**src/rtl/byte_cmd_regs_pkg.sv**
```systemverilog
package byte_cmd_regs_pkg;

   // command codes
   localparam logic [7:0] CMD_ID       = 8'h80;
   localparam logic [7:0] CMD_CFG_WR   = 8'h81;
   localparam logic [7:0] CMD_SRST     = 8'h83;
   localparam logic [7:0] CMD_PULL_WR  = 8'h84;
   localparam logic [7:0] CMD_DIR_WR   = 8'h85;
   localparam logic [7:0] CMD_STATE_WR = 8'h86;
   localparam logic [7:0] CMD_DIR_RD   = 8'h87;
   localparam logic [7:0] CMD_STATE_RD = 8'h88;
   localparam logic [7:0] CMD_ACT_WR   = 8'h8B;
   localparam logic [7:0] CMD_ERR_RD   = 8'h8C;
   localparam logic [7:0] CMD_DEB_WR   = 8'h8F;
   localparam logic [7:0] CMD_KPD_WR   = 8'h90;
   localparam logic [7:0] CMD_KPD_RD   = 8'h91;
   localparam logic [7:0] CMD_CFG_RD   = 8'h92;
   localparam logic [7:0] CMD_CLK_WR   = 8'h93;
   localparam logic [7:0] CMD_CLK_RD   = 8'h94;
   localparam logic [7:0] CMD_PAT_WR   = 8'h95;
   localparam logic [7:0] CMD_PWM_GO   = 8'h96;
   localparam logic [7:0] CMD_PWM_HALT = 8'h97;
   localparam logic [7:0] CMD_SPENT    = 8'hFF;

   localparam logic [7:0] SRST_KEY     = 8'hAA;

   // settings after reset
   localparam logic [7:0] DEF_CFG = 8'h80;
   localparam logic [7:0] DEF_ACT = 8'd125;
   localparam logic [7:0] DEF_DEB = 8'd3;
   localparam logic [7:0] DEF_KPD = 8'h33;
   localparam logic [7:0] DEF_CLK = 8'h08;

   localparam int ERR_BAD = 0;
   localparam int ERR_UNK = 1;

   typedef struct packed {
      logic last;   // final parameter of the command
      logic bad;    // parameter rejected
      logic unk;    // command not recognised
   } pchk_t;

endpackage

```
**src/rtl/byte_cmd_param_chk.sv**
```systemverilog
module byte_cmd_param_chk
   import byte_cmd_regs_pkg::*;
#(
   parameter int MIN_DIM  = 3,
   parameter int MAX_ROWS = 8,
   parameter int MAX_COLS = 12,
   parameter int SLOT_MAX = 59
) (
   input  logic [7:0] cmd,
   input  logic [1:0] pidx,
   input  logic [7:0] val,
   output pchk_t      res
);

   logic slot_bad;
   logic size_bad;

   assign slot_bad = (val[1:0] == 2'b00) || (int'(val[7:2]) > SLOT_MAX);
   assign size_bad = (int'(val[7:4]) < MIN_DIM) || (int'(val[7:4]) > MAX_ROWS) ||
                     (int'(val[3:0]) < MIN_DIM) || (int'(val[3:0]) > MAX_COLS);

   always_comb begin
      res = '0;
      case (cmd)
         CMD_CFG_WR, CMD_ACT_WR: res.last = 1'b1;
         CMD_SRST: begin
            res.last = 1'b1;
            res.bad  = (val != SRST_KEY);
         end
         CMD_PULL_WR, CMD_DIR_WR, CMD_STATE_WR: res.last = (pidx != 2'd0);
         CMD_DEB_WR: begin
            res.last = 1'b1;
            res.bad  = (val == 8'h00);
         end
         CMD_KPD_WR: begin
            res.last = 1'b1;
            res.bad  = size_bad;
         end
         CMD_CLK_WR: begin
            res.last = 1'b1;
            res.bad  = ^val[1:0];
         end
         CMD_PAT_WR: begin
            if (pidx == 2'd0) begin
               res.bad  = slot_bad;
               res.last = slot_bad;
            end else begin
               res.last = (pidx >= 2'd2);
            end
         end
         CMD_PWM_GO: begin
            res.last = 1'b1;
            res.bad  = slot_bad;
         end
         CMD_PWM_HALT: begin
            res.last = 1'b1;
            res.bad  = (val[1:0] == 2'b00);
         end
         CMD_SPENT: res.bad = 1'b1;
         default:   res.unk = 1'b1;
      endcase
   end

endmodule

```
**src/rtl/byte_cmd_rd_mux.sv**
```systemverilog
module byte_cmd_rd_mux
   import byte_cmd_regs_pkg::*;
#(
   parameter logic [15:0] ID_VAL = 16'h0400
) (
   input  logic [7:0]  cmd,
   input  logic [1:0]  ridx,
   input  logic [15:0] dir,
   input  logic [15:0] state,
   input  logic [7:0]  err,
   input  logic [7:0]  kpd,
   input  logic [3:0]  cfg_lo,
   input  logic [5:0]  clk_hi,
   output logic [7:0]  data,
   output logic        unk
);

   function automatic logic [7:0] pick16(input logic [15:0] w, input logic [1:0] i);
      case (i)
         2'd0:    pick16 = w[7:0];
         2'd1:    pick16 = w[15:8];
         default: pick16 = 8'h00;
      endcase
   endfunction

   always_comb begin
      unk  = 1'b0;
      data = 8'h00;
      case (cmd)
         CMD_ID:       data = pick16(ID_VAL, ridx);
         CMD_DIR_RD:   data = pick16(dir, ridx);
         CMD_STATE_RD: data = pick16(state, ridx);
         CMD_ERR_RD:   data = err;
         CMD_KPD_RD:   data = kpd;
         CMD_CFG_RD:   data = {4'h0, cfg_lo};
         CMD_CLK_RD:   data = {clk_hi, 2'b10};
         default:      unk  = 1'b1;
      endcase
   end

endmodule

```
**src/rtl/byte_cmd_pat_store.sv**
```systemverilog
module byte_cmd_pat_store #(
   parameter int AW     = 8,
   parameter int DW     = 16,
   parameter bit REG_RD = 1'b1
) (
   input  logic          clk,
   input  logic          we,
   input  logic [AW-1:0] waddr,
   input  logic [DW-1:0] wdata,
   input  logic [AW-1:0] raddr,
   output logic [DW-1:0] rdata
);

   localparam int DEPTH = 1 << AW;

   logic [DW-1:0] mem [DEPTH];

   always_ff @(posedge clk) begin
      if (we) mem[waddr] <= wdata;
   end

   generate
      if (REG_RD) begin : g_reg_rd
         always_ff @(posedge clk) rdata <= mem[raddr];
      end else begin : g_comb_rd
         assign rdata = mem[raddr];
      end
   endgenerate

endmodule

```
**src/rtl/byte_cmd_regs.sv**
```systemverilog
module byte_cmd_regs
   import byte_cmd_regs_pkg::*;
#(
   parameter int          PAT_AW     = 8,
   parameter int          PAT_DW     = 16,
   parameter bit          PAT_REG_RD = 1'b1,
   parameter logic [15:0] ID_VAL     = 16'h0400,
   parameter int          MIN_DIM    = 3,
   parameter int          MAX_ROWS   = 8,
   parameter int          MAX_COLS   = 12,
   parameter int          SLOT_MAX   = 59
) (
   input  logic              clk,
   input  logic              rst_n,
   input  logic              wr_start,
   input  logic              rd_start,
   input  logic              wr_vld,
   input  logic [7:0]        wr_data,
   input  logic              rd_req,
   output logic [7:0]        rd_data,
   output logic [7:0]        cfg_o,
   output logic [7:0]        act_time_o,
   output logic [7:0]        debounce_o,
   output logic [7:0]        kpd_size_o,
   output logic [7:0]        clk_cfg_o,
   output logic [15:0]       gpio_pull_o,
   output logic [15:0]       gpio_dir_o,
   output logic [15:0]       gpio_state_o,
   output logic              err_flag_o,
   output logic              pwm_start_o,
   output logic              pwm_stop_o,
   output logic [1:0]        pwm_chan_o,
   output logic [5:0]        pwm_addr_o,
   input  logic [PAT_AW-1:0] pat_raddr,
   output logic [PAT_DW-1:0] pat_rdata
);

   localparam logic [1:0] CNT_SAT = 2'd3;

   generate
      if (PAT_AW < 8) begin : g_bad_aw
         $error("PAT_AW must hold a full slot byte");
      end
      if (PAT_DW != 16) begin : g_bad_dw
         $error("PAT_DW must be two bytes");
      end
      if (SLOT_MAX > 63) begin : g_bad_slot
         $error("SLOT_MAX must fit in six bits");
      end
      if (MAX_COLS > 15 || MAX_ROWS > 15) begin : g_bad_dim
         $error("keypad limits must fit in a nibble");
      end
   endgenerate

   logic [1:0]        wcnt_q, rcnt_q, pidx;
   logic [7:0]        cmd_q, err_q, pat_hi_q;
   logic [PAT_AW-1:0] pat_addr_q;
   logic              any_start, param_act, rd_act;
   pchk_t             chk;
   logic [7:0]        mux_data;
   logic              mux_unk;
   logic              pat_we;
   logic [PAT_AW-1:0] pat_waddr;
   logic [PAT_DW-1:0] pat_wdata;

   assign any_start = wr_start | rd_start;
   assign pidx      = wcnt_q - 2'd1;
   assign param_act = wr_vld && !any_start && (wcnt_q != 2'd0);
   assign rd_act    = rd_req && !any_start;

   byte_cmd_param_chk #(
      .MIN_DIM(MIN_DIM), .MAX_ROWS(MAX_ROWS),
      .MAX_COLS(MAX_COLS), .SLOT_MAX(SLOT_MAX)
   ) u_pchk (
      .cmd(cmd_q), .pidx(pidx), .val(wr_data), .res(chk)
   );

   byte_cmd_rd_mux #(.ID_VAL(ID_VAL)) u_rmux (
      .cmd(cmd_q), .ridx(rcnt_q), .dir(gpio_dir_o), .state(gpio_state_o),
      .err(err_q), .kpd(kpd_size_o), .cfg_lo(cfg_o[3:0]), .clk_hi(clk_cfg_o[7:2]),
      .data(mux_data), .unk(mux_unk)
   );

   // pattern entry: slot byte clears, then high byte, then low byte
   assign pat_we    = param_act && (cmd_q == CMD_PAT_WR) && !chk.bad;
   assign pat_waddr = (pidx == 2'd0) ? PAT_AW'(wr_data) : pat_addr_q;
   assign pat_wdata = (pidx == 2'd0) ? '0 :
                      (pidx == 2'd1) ? {wr_data, 8'h00} : {pat_hi_q, wr_data};

   byte_cmd_pat_store #(.AW(PAT_AW), .DW(PAT_DW), .REG_RD(PAT_REG_RD)) u_pat (
      .clk(clk), .we(pat_we), .waddr(pat_waddr), .wdata(pat_wdata),
      .raddr(pat_raddr), .rdata(pat_rdata)
   );

   assign err_flag_o = |err_q;

   always_ff @(posedge clk) begin
      if (!rst_n) begin
         wcnt_q       <= '0;
         rcnt_q       <= '0;
         cmd_q        <= CMD_SPENT;
         err_q        <= '0;
         rd_data      <= '0;
         cfg_o        <= DEF_CFG;
         act_time_o   <= DEF_ACT;
         debounce_o   <= DEF_DEB;
         kpd_size_o   <= DEF_KPD;
         clk_cfg_o    <= DEF_CLK;
         gpio_pull_o  <= '0;
         gpio_dir_o   <= '0;
         gpio_state_o <= '0;
         pat_addr_q   <= '0;
         pat_hi_q     <= '0;
         pwm_start_o  <= 1'b0;
         pwm_stop_o   <= 1'b0;
         pwm_chan_o   <= '0;
         pwm_addr_o   <= '0;
      end else begin
         pwm_start_o <= 1'b0;
         pwm_stop_o  <= 1'b0;
         if (any_start) begin
            wcnt_q <= '0;
            rcnt_q <= '0;
         end
         if (wr_vld && !any_start) begin
            if (wcnt_q != CNT_SAT) wcnt_q <= wcnt_q + 2'd1;
            if (wcnt_q == 2'd0) cmd_q <= wr_data;
         end
         if (param_act) begin
            if (chk.unk)  err_q[ERR_UNK] <= 1'b1;
            if (chk.bad)  err_q[ERR_BAD] <= 1'b1;
            if (chk.last) cmd_q <= CMD_SPENT;
            case (cmd_q)
               CMD_CFG_WR: cfg_o      <= wr_data;
               CMD_ACT_WR: act_time_o <= wr_data;
               CMD_DEB_WR: debounce_o <= wr_data;
               CMD_KPD_WR: kpd_size_o <= wr_data;
               CMD_CLK_WR: clk_cfg_o  <= wr_data;
               CMD_SRST: begin
                  if (!chk.bad) begin
                     cfg_o      <= DEF_CFG;
                     act_time_o <= DEF_ACT;
                     debounce_o <= DEF_DEB;
                     kpd_size_o <= DEF_KPD;
                     clk_cfg_o  <= DEF_CLK;
                  end
               end
               CMD_PULL_WR: begin
                  if (pidx == 2'd0) gpio_pull_o <= {8'h00, wr_data};
                  else              gpio_pull_o[15:8] <= wr_data;
               end
               CMD_DIR_WR: begin
                  if (pidx == 2'd0) gpio_dir_o <= {8'h00, wr_data};
                  else              gpio_dir_o[15:8] <= wr_data;
               end
               CMD_STATE_WR: begin
                  if (pidx == 2'd0) gpio_state_o <= {8'h00, wr_data};
                  else              gpio_state_o[15:8] <= wr_data;
               end
               CMD_PAT_WR: begin
                  if (pidx == 2'd0 && !chk.bad) pat_addr_q <= PAT_AW'(wr_data);
                  if (pidx == 2'd1)             pat_hi_q   <= wr_data;
               end
               CMD_PWM_GO: begin
                  if (!chk.bad) begin
                     pwm_start_o <= 1'b1;
                     pwm_chan_o  <= wr_data[1:0];
                     pwm_addr_o  <= wr_data[7:2];
                  end
               end
               CMD_PWM_HALT: begin
                  if (!chk.bad) begin
                     pwm_stop_o <= 1'b1;
                     pwm_chan_o <= wr_data[1:0];
                  end
               end
               default: ;
            endcase
         end
         if (rd_act) begin
            rd_data <= mux_data;
            if (mux_unk) err_q[ERR_UNK] <= 1'b1;
            if (rcnt_q != CNT_SAT) rcnt_q <= rcnt_q + 2'd1;
         end
      end
   end

endmodule

```
**config.mk**
```make
export PLATFORM = sky130hd
export DESIGN_NAME = byte_cmd_regs
export DESIGN_NICKNAME = d
export VERILOG_FILES = /design/src/rtl/byte_cmd_regs_pkg.sv /design/src/rtl/byte_cmd_param_chk.sv /design/src/rtl/byte_cmd_rd_mux.sv /design/src/rtl/byte_cmd_pat_store.sv /design/src/rtl/byte_cmd_regs.sv
export SDC_FILE = /design/constraint.sdc
export NUM_CORES = 2
export LEC_CHECK = 0
export ABC_CLOCK_PERIOD_IN_PS = 12820
export BUFFER_PORTS_ARGS = -buffer_cell sky130_fd_sc_hd__buf_2
export CELL_PAD_IN_SITES_DETAIL_PLACEMENT = 0
export CELL_PAD_IN_SITES_GLOBAL_PLACEMENT = 2
export CORE_MARGIN = 1.5
export CORE_UTILIZATION = 45
export CTS_CLUSTER_SIZE = 40
export DETAILED_ROUTE_END_ITERATION = 8
export GPL_ROUTABILITY_DRIVEN = 0
export GPL_TIMING_DRIVEN = 0
export PLACE_DENSITY = 0.78
export SLEW_MARGIN = 25
export SYNTH_ARGS = -nofsm -noshare
export SYNTH_HDL_FRONTEND = slang
export SYNTH_SLANG_ARGS = --single-unit
```
**constraint.sdc**
```tcl
create_clock -name clk -period 12.82 [get_ports clk]
set_clock_uncertainty 0.15 [all_clocks]
set_input_delay 0.641 -clock clk [delete_from_list [all_inputs] [get_ports clk]]
set_output_delay 0.641 -clock clk [all_outputs]
set_load 0.02 [all_outputs]
```
; ---- Yosys cells after proc, flatten, opt, wreduce, memory -nomap -nowiden
; Memory sizes are Yosys's and may differ from the RTL's. A register that Yosys moved wholly into a read port is not among the register bits.
; Index checks and enable logic that the tools add are counted.
[word_totals]
register_bits = 136
ram_bits = 4096
inputBits = 22
output_inout_bits = 123
wordCells = 150
memories = 1
[memory_table]
columns = memory, depth, width, read_ports, rd_ports_with_merged_regs, write_ports, line_no
row1 = u_pat.mem, 256, 16, 1, 1, 1, byte_cmd_pat_store.sv:16  ; logic [DW-1:0] mem [DEPTH];
[classes]
add_sub_neg = 3
order_cmp = 6
eq_ne = 26
mux = 40
n_bitwise = 2
reduce_logical = 49
[ops]
columns = cell, count
row1 = "8-bit equality test, second input constant", 20
row2 = 8-bit case mux with 2 select lines, 7
row3 = 8-bit two-way mux, 11
row4 = 8-bit case mux with 7 select lines, 1
row5 = 3-bit AND reduction, 14
row6 = 16-bit two-way mux, 2
row7 = 2-bit two-way mux, 7
row8 = 2-bit nonzero test, 7
row9 = 13-bit OR reduction, 1
row10 = 1-bit two-way mux, 9
row11 = "4-bit greater-than comparator, second input constant", 2
row12 = 2-bit zero test, 4
row13 = 8-bit zero test, 1
row14 = "4-bit by 2-bit < comparator with 1-bit output, second input constant", 2
row15 = "8-bit inequality test, second input constant", 1
row16 = 1-bit case mux with 8 select lines, 1
row17 = 2-bit AND reduction, 4
row18 = 8-bit OR reduction, 1
row19 = 7-bit OR reduction, 1
row20 = "6-bit greater-than comparator, second input constant", 1
row21 = 1-bit logical AND, 6
row22 = "2-bit inequality test, second input constant", 3
row23 = "2-bit by 1-bit adder with 2-bit output, second input constant", 2
row24 = "2-bit by 1-bit equality test with 1-bit output, second input constant", 2
row25 = 11 further kinds, 16

; ---- Longest topological paths before layout
[logic_depth]
word_depth = 9
mapped_depth = 13
ltp_nobuf = 8

; ---- Hierarchy
; Synthesis repeated with hierarchy kept, for this count alone.
[unflattened]
cells_unflattened = 8102
hier_area_um2 = 165354.8
[by_module_without_submodules]
columns = module, instances, cells_each, area_each_um2, seq_area_each_um2
row1 = byte_cmd_pat_store, 1, 7360, 158714.7, 123318.3
row2 = byte_cmd_regs, 1, 600, 5537.8, 2722.6
row3 = byte_cmd_rd_mux, 1, 88, 729.4, 0.0
row4 = byte_cmd_param_chk, 1, 54, 372.9, 0.0

; ---- Least setup slack after synthesis
; No wires, ideal clock.
[synth_timing]
path_type = reg2reg
start = reg wcnt_q[1]
end = mem u_pat.mem[0][4], data pin
setup_ps = 2093
t_arrival_ps = 11248
path_slack_ps = -671
stages_incl_launch_ff = 9
period_less_slack_ps = 13491
path_cell_list = dfxtp_1 -> inv_1 -> ha_1 -> clkbuf_1 -> clkbuf_1 -> clkbuf_1 -> buf_1 -> clkbuf_1 -> nor3_1
[synth_via]
elab_chain_cells = 4
elab_cells_between_ends = 5
[synth_rtl]
columns = element, line_no
row1 = "start, declared", byte_cmd_regs.sv:55  ; logic [1:0] wcnt_q, rcnt_q, pidx;
row2 = "start signal, assigned", byte_cmd_regs.sv:126  ; if (wcnt_q != CNT_SAT) wcnt_q <= wcnt_q + 2'd1;
row3 = 2-bit by 1-bit subtractor with 2-bit output (*), byte_cmd_regs.sv:67  ; assign pidx = wcnt_q - 2'd1;
row4 = 2-bit by 1-bit equality test with 1-bit output, byte_cmd_regs.sv:88  ; (pidx == 2'd1) ? {wr_data, 8'h00} : {pat_hi_q, wr_data};
row5 = 16-bit two-way mux, byte_cmd_regs.sv:88
row6 = 16-bit two-way mux (*), byte_cmd_regs.sv:87  ; assign pat_wdata = (pidx == 2'd0) ? '0 :
row7 = net pat_wdata[4], byte_cmd_regs.sv:64  ; logic [PAT_DW-1:0] pat_wdata;
row8 = "end, declared", byte_cmd_pat_store.sv:16
; The timed path passes the listed nets; every way through them passes the cells marked *.

==> metrics.md <==
| Metric | Value |
|---|---|
| Layout cells sized above 1 | between 20% and 30% |
| FILL cells | 28,000 |
| Antenna violations before repair | 37 |
| # setup viols final | 0 |
| Reg2reg path depth | 15 |
| Vias in the first global route | between 80,000 and 90,000 |
| CP Capture Type | register |
| Cell count after synthesis | about 8,000 |
| Yosys top cell by area | edfxtp_1 |
| Top sig layer | met5 |
| Met2 WL post-DR | 244,000 µm |
| Crit-path max FO | 11 |
| Final Cycle Share | 46.1% |
| Pre-Repair DR Iteration Count | 9 |
| Setup bufs post-CTS | 0 |
| Die width | around 610 µm |
| Commonest cells in the netlist | 4,096 x edfxtp_1, 810 x mux4_2, 567 x mux2i_1, 489 x nor2_1, 225 x clkbuf_1 |
| Hold Crit Class | input port to register |
| Reg2reg start | wcnt_q[0]$_SDFF_PN0_ |
| Fmax | 0.169 GHz |
| Rows | 221 |
| Status | complete, no violations |
| Met3 WL | slightly above 80,000 µm |
| Area share of the leading cell type in the synthesized netlist | 74.7% |
| Max-slew headroom | between 10% and 20% |
| Detailed Place HPWL | just over 400,000 µm |
| Drt initial violations | 15,700 |
| Setup crit end | u_pat.rdata[11]$_DFF_P_ |
| FF+latch count, synth | roughly 4,200 |
| Post-DR wirelength/cell | 39.7 µm |
| Clk_lat worst skew | 1040 ps |
| P_leak | between 60 and 70 nW |
| CP Data Required Time | approximately 13,000 ps |
| Arrival time at the worst endpoint | 6540 ps |
| FF-to-FF setup slack | roughly 7300 ps |
| Post-synth EDFFs | 4,096 |
| Die area | 370,000 µm² |
| Power per cell area | ~150 nW/µm² |
| Number of port buffers | 140 |
| WS Path Type | input port to register |
| Setup crit start | pat_raddr[1] |
| Vias | 93,500 |
| Antenna Nets Post-Route | 0 |
| Resized cells post-CTS | 0 |
| Synth top area cells | edfxtp_1 75%, mux4_2 11%, mux2i_1 3.4% |
| Main synth FF type | edfxtp_1 |
| Most frequent cell after synthesis | edfxtp_1 |
| Final Max Slew Viols | 0 |
| Global-route wire length before repair | approximately 760,000 µm |
| CP Launch Type | input port |
| Post-Syn Area per Cell | approximately 20 µm² |
| Register area share after synthesis | approximately three quarters |
| Top-level port count | approximately 150 |
| Root Buffer | clkbuf_16 |
| Min-delay src | rd_start |
| Synth-to-layout area growth | 17.1% |
| Clock Tree Buf Depth | 4 |
| All-Layer GR Usage | 30.0% |
| Design Area, Final | 193,000 µm² |
| Final nets | between 9,000 and 10,000 |
| Largest net degree at the start of global routing | 45 |
| Measured slew at the worst slew-check pin | between 1000 and 1500 ps |
| Initial core utilization | a little under half |
| Total power draw | ~29 mW |
| Placement Cell Area | ~180,000 µm² |
| CTS tree | yes |
| Total negative setup slack | 0 ps |
| Post-Route WL | 566,000 µm |
| M1 WL | around 200,000 µm |
| Min Tclk post-route | between 5000 and 6000 ps |
| Clock transition at path regs | ~60 ps |
| Ys async rst share | 0% |
| Hold_ws | between 80 and 90 ps |
| GR Overflow Total | 0 |
| CTS sink cnt | ~4,200 |
| Worst vdd ir | approximately 0.13 mV |
| Syn Nets | approximately 8,000 |
| # DRC | 0 |
| Post-synth cell types | 71 |
| Die Ht | a little over 600 µm |
| MaxCap Viol Count | 0 |
| H-tree levels | 5 |
| Synthesized area | approximately 160,000 µm² |
| Hold Fails Final Rpt | 0 |
| RSZ-0062 raised after global routing | false |
| Core ar. | around 360,000 µm² |
| Via-per-instance ratio | approximately 6.6 |
| Final Util | between 50% and 60% |
| CTS Buf Count | roughly 430 |
| RR Endpoint | u_pat.mem[130][4]$_DFFE_PP_ |
| Yosys warns | 0 |
-- metrics by stage --
stage               std cells  worst slack [ps]
floorplan                8185              -671
global placement        13100            -15240
detailed placement      13500              6480
CTS                     14200              6910
global route            14200              7110
finish                  14300              6910
-- cell families (layout without fill, tap and decap cells) --
family          after synthesis  after routing  share of synthesized area (%)
simple gates               1050           1050                           2.86
xor+xnor                      2              2                         0.0106
fa+ha+maj                    10             10                         0.0760
other cells                   0             21                              0
mux                        1406           1406                           14.7
compound gates              953            953                           4.00
buf+inv                     516           1776                           1.80
flops                      4248           4248                           76.5
-- repair_timing --
action / CTS / global route
setup endpoints to repair: 0 / 0
endpoints found under the hold margin: 16 / 0
hold buffers: 7 / 0
-- layout make-up --
type	instances	area [µm²]	share of cell area, %
diodes	21	52.6	0.0272
plain buffers	503	2980	1.54
clock buffers	508	11100	5.73
clock inverters	273	2580	1.34
inverters	13	48.8	0.0253
multi-input cells	3421	37800	19.6
flip-flops and latches	4248	126000	65.3
well taps	4794	6000	3.11
repair buffers	479	6370	3.30
-- sequential cells by signal, summed over array words and instances (netlist names), 16 cells and up --
register	count
gpio_dir_o	16
u_pat.mem	4096
u_pat.rdata	16
gpio_state_o	16
gpio_pull_o	16
-- how the worst min path moves through the flow --
stage                                       to  slack [ps]  depth (start not counted)
floorplan                err_q[0]$_SDFFE_PN0P_         300                          2
global placement    pwm_chan_o[1]$_SDFFE_PN0P_         290                          2
detailed placement  pwm_chan_o[0]$_SDFFE_PN0P_         310                          2
CTS                        cmd_q[3]$_SDFF_PN1_          20                          5
global route               cmd_q[3]$_SDFF_PN1_          90                          5
finish                     cmd_q[3]$_SDFF_PN1_          80                          5
-- power breakdown --
part | internal [mW] | switching, mW
sequential | 15.1 | 0.00505
combinational | 0.430 | 1.07
clock | 6.86 | 5.49
-- worst max-delay path: stages --
cell and delay, ps:
buf_2 190, buf_6 260, buf_2 700, buf_2 690, buf_2 860, mux4_2 490, nor3_1 70, nor4_1 810
o2111ai_1 780, nor4_2 1000
-- cells in the final DEF (no fill, tap or decap), types with 34 or more instances in the layout --
| cell type | count |
|---|---|
| buf_2 | 259 |
| o221ai_1 | 114 |
| clkinv_1 | 107 |
| nand2_1 | 173 |
| dfxtp_1 | 152 |
| clkbuf_1 | 258 |
| buf_6 | 97 |
| clkbuf_2 | 44 |
| edfxtp_1 | 4096 |
| o21ai_0 | 56 |
| nor3_1 | 197 |
| buf_16 | 86 |
| buf_4 | 158 |
| mux4_2 | 810 |
| o22ai_1 | 221 |
| nor2_4 | 226 |
| bufinv_16 | 34 |
| mux2i_1 | 567 |
| clkbuf_16 | 429 |
| a22oi_1 | 181 |
| buf_12 | 102 |
| nor2_2 | 38 |
| a21oi_1 | 187 |
| a221oi_1 | 54 |
| clkinv_2 | 77 |
| nor2_1 | 225 |
-- routing by layer --
metal / vias to the layer above / global-route usage, %
met2: 6930 / 43.4
met4: 18 / 14.7
li1: 36000 / -
met1: 49200 / 39.6
met5: - / 0
met3: 1338 / 11.7
Note: power is estimated with default switching activity, not from simulation.
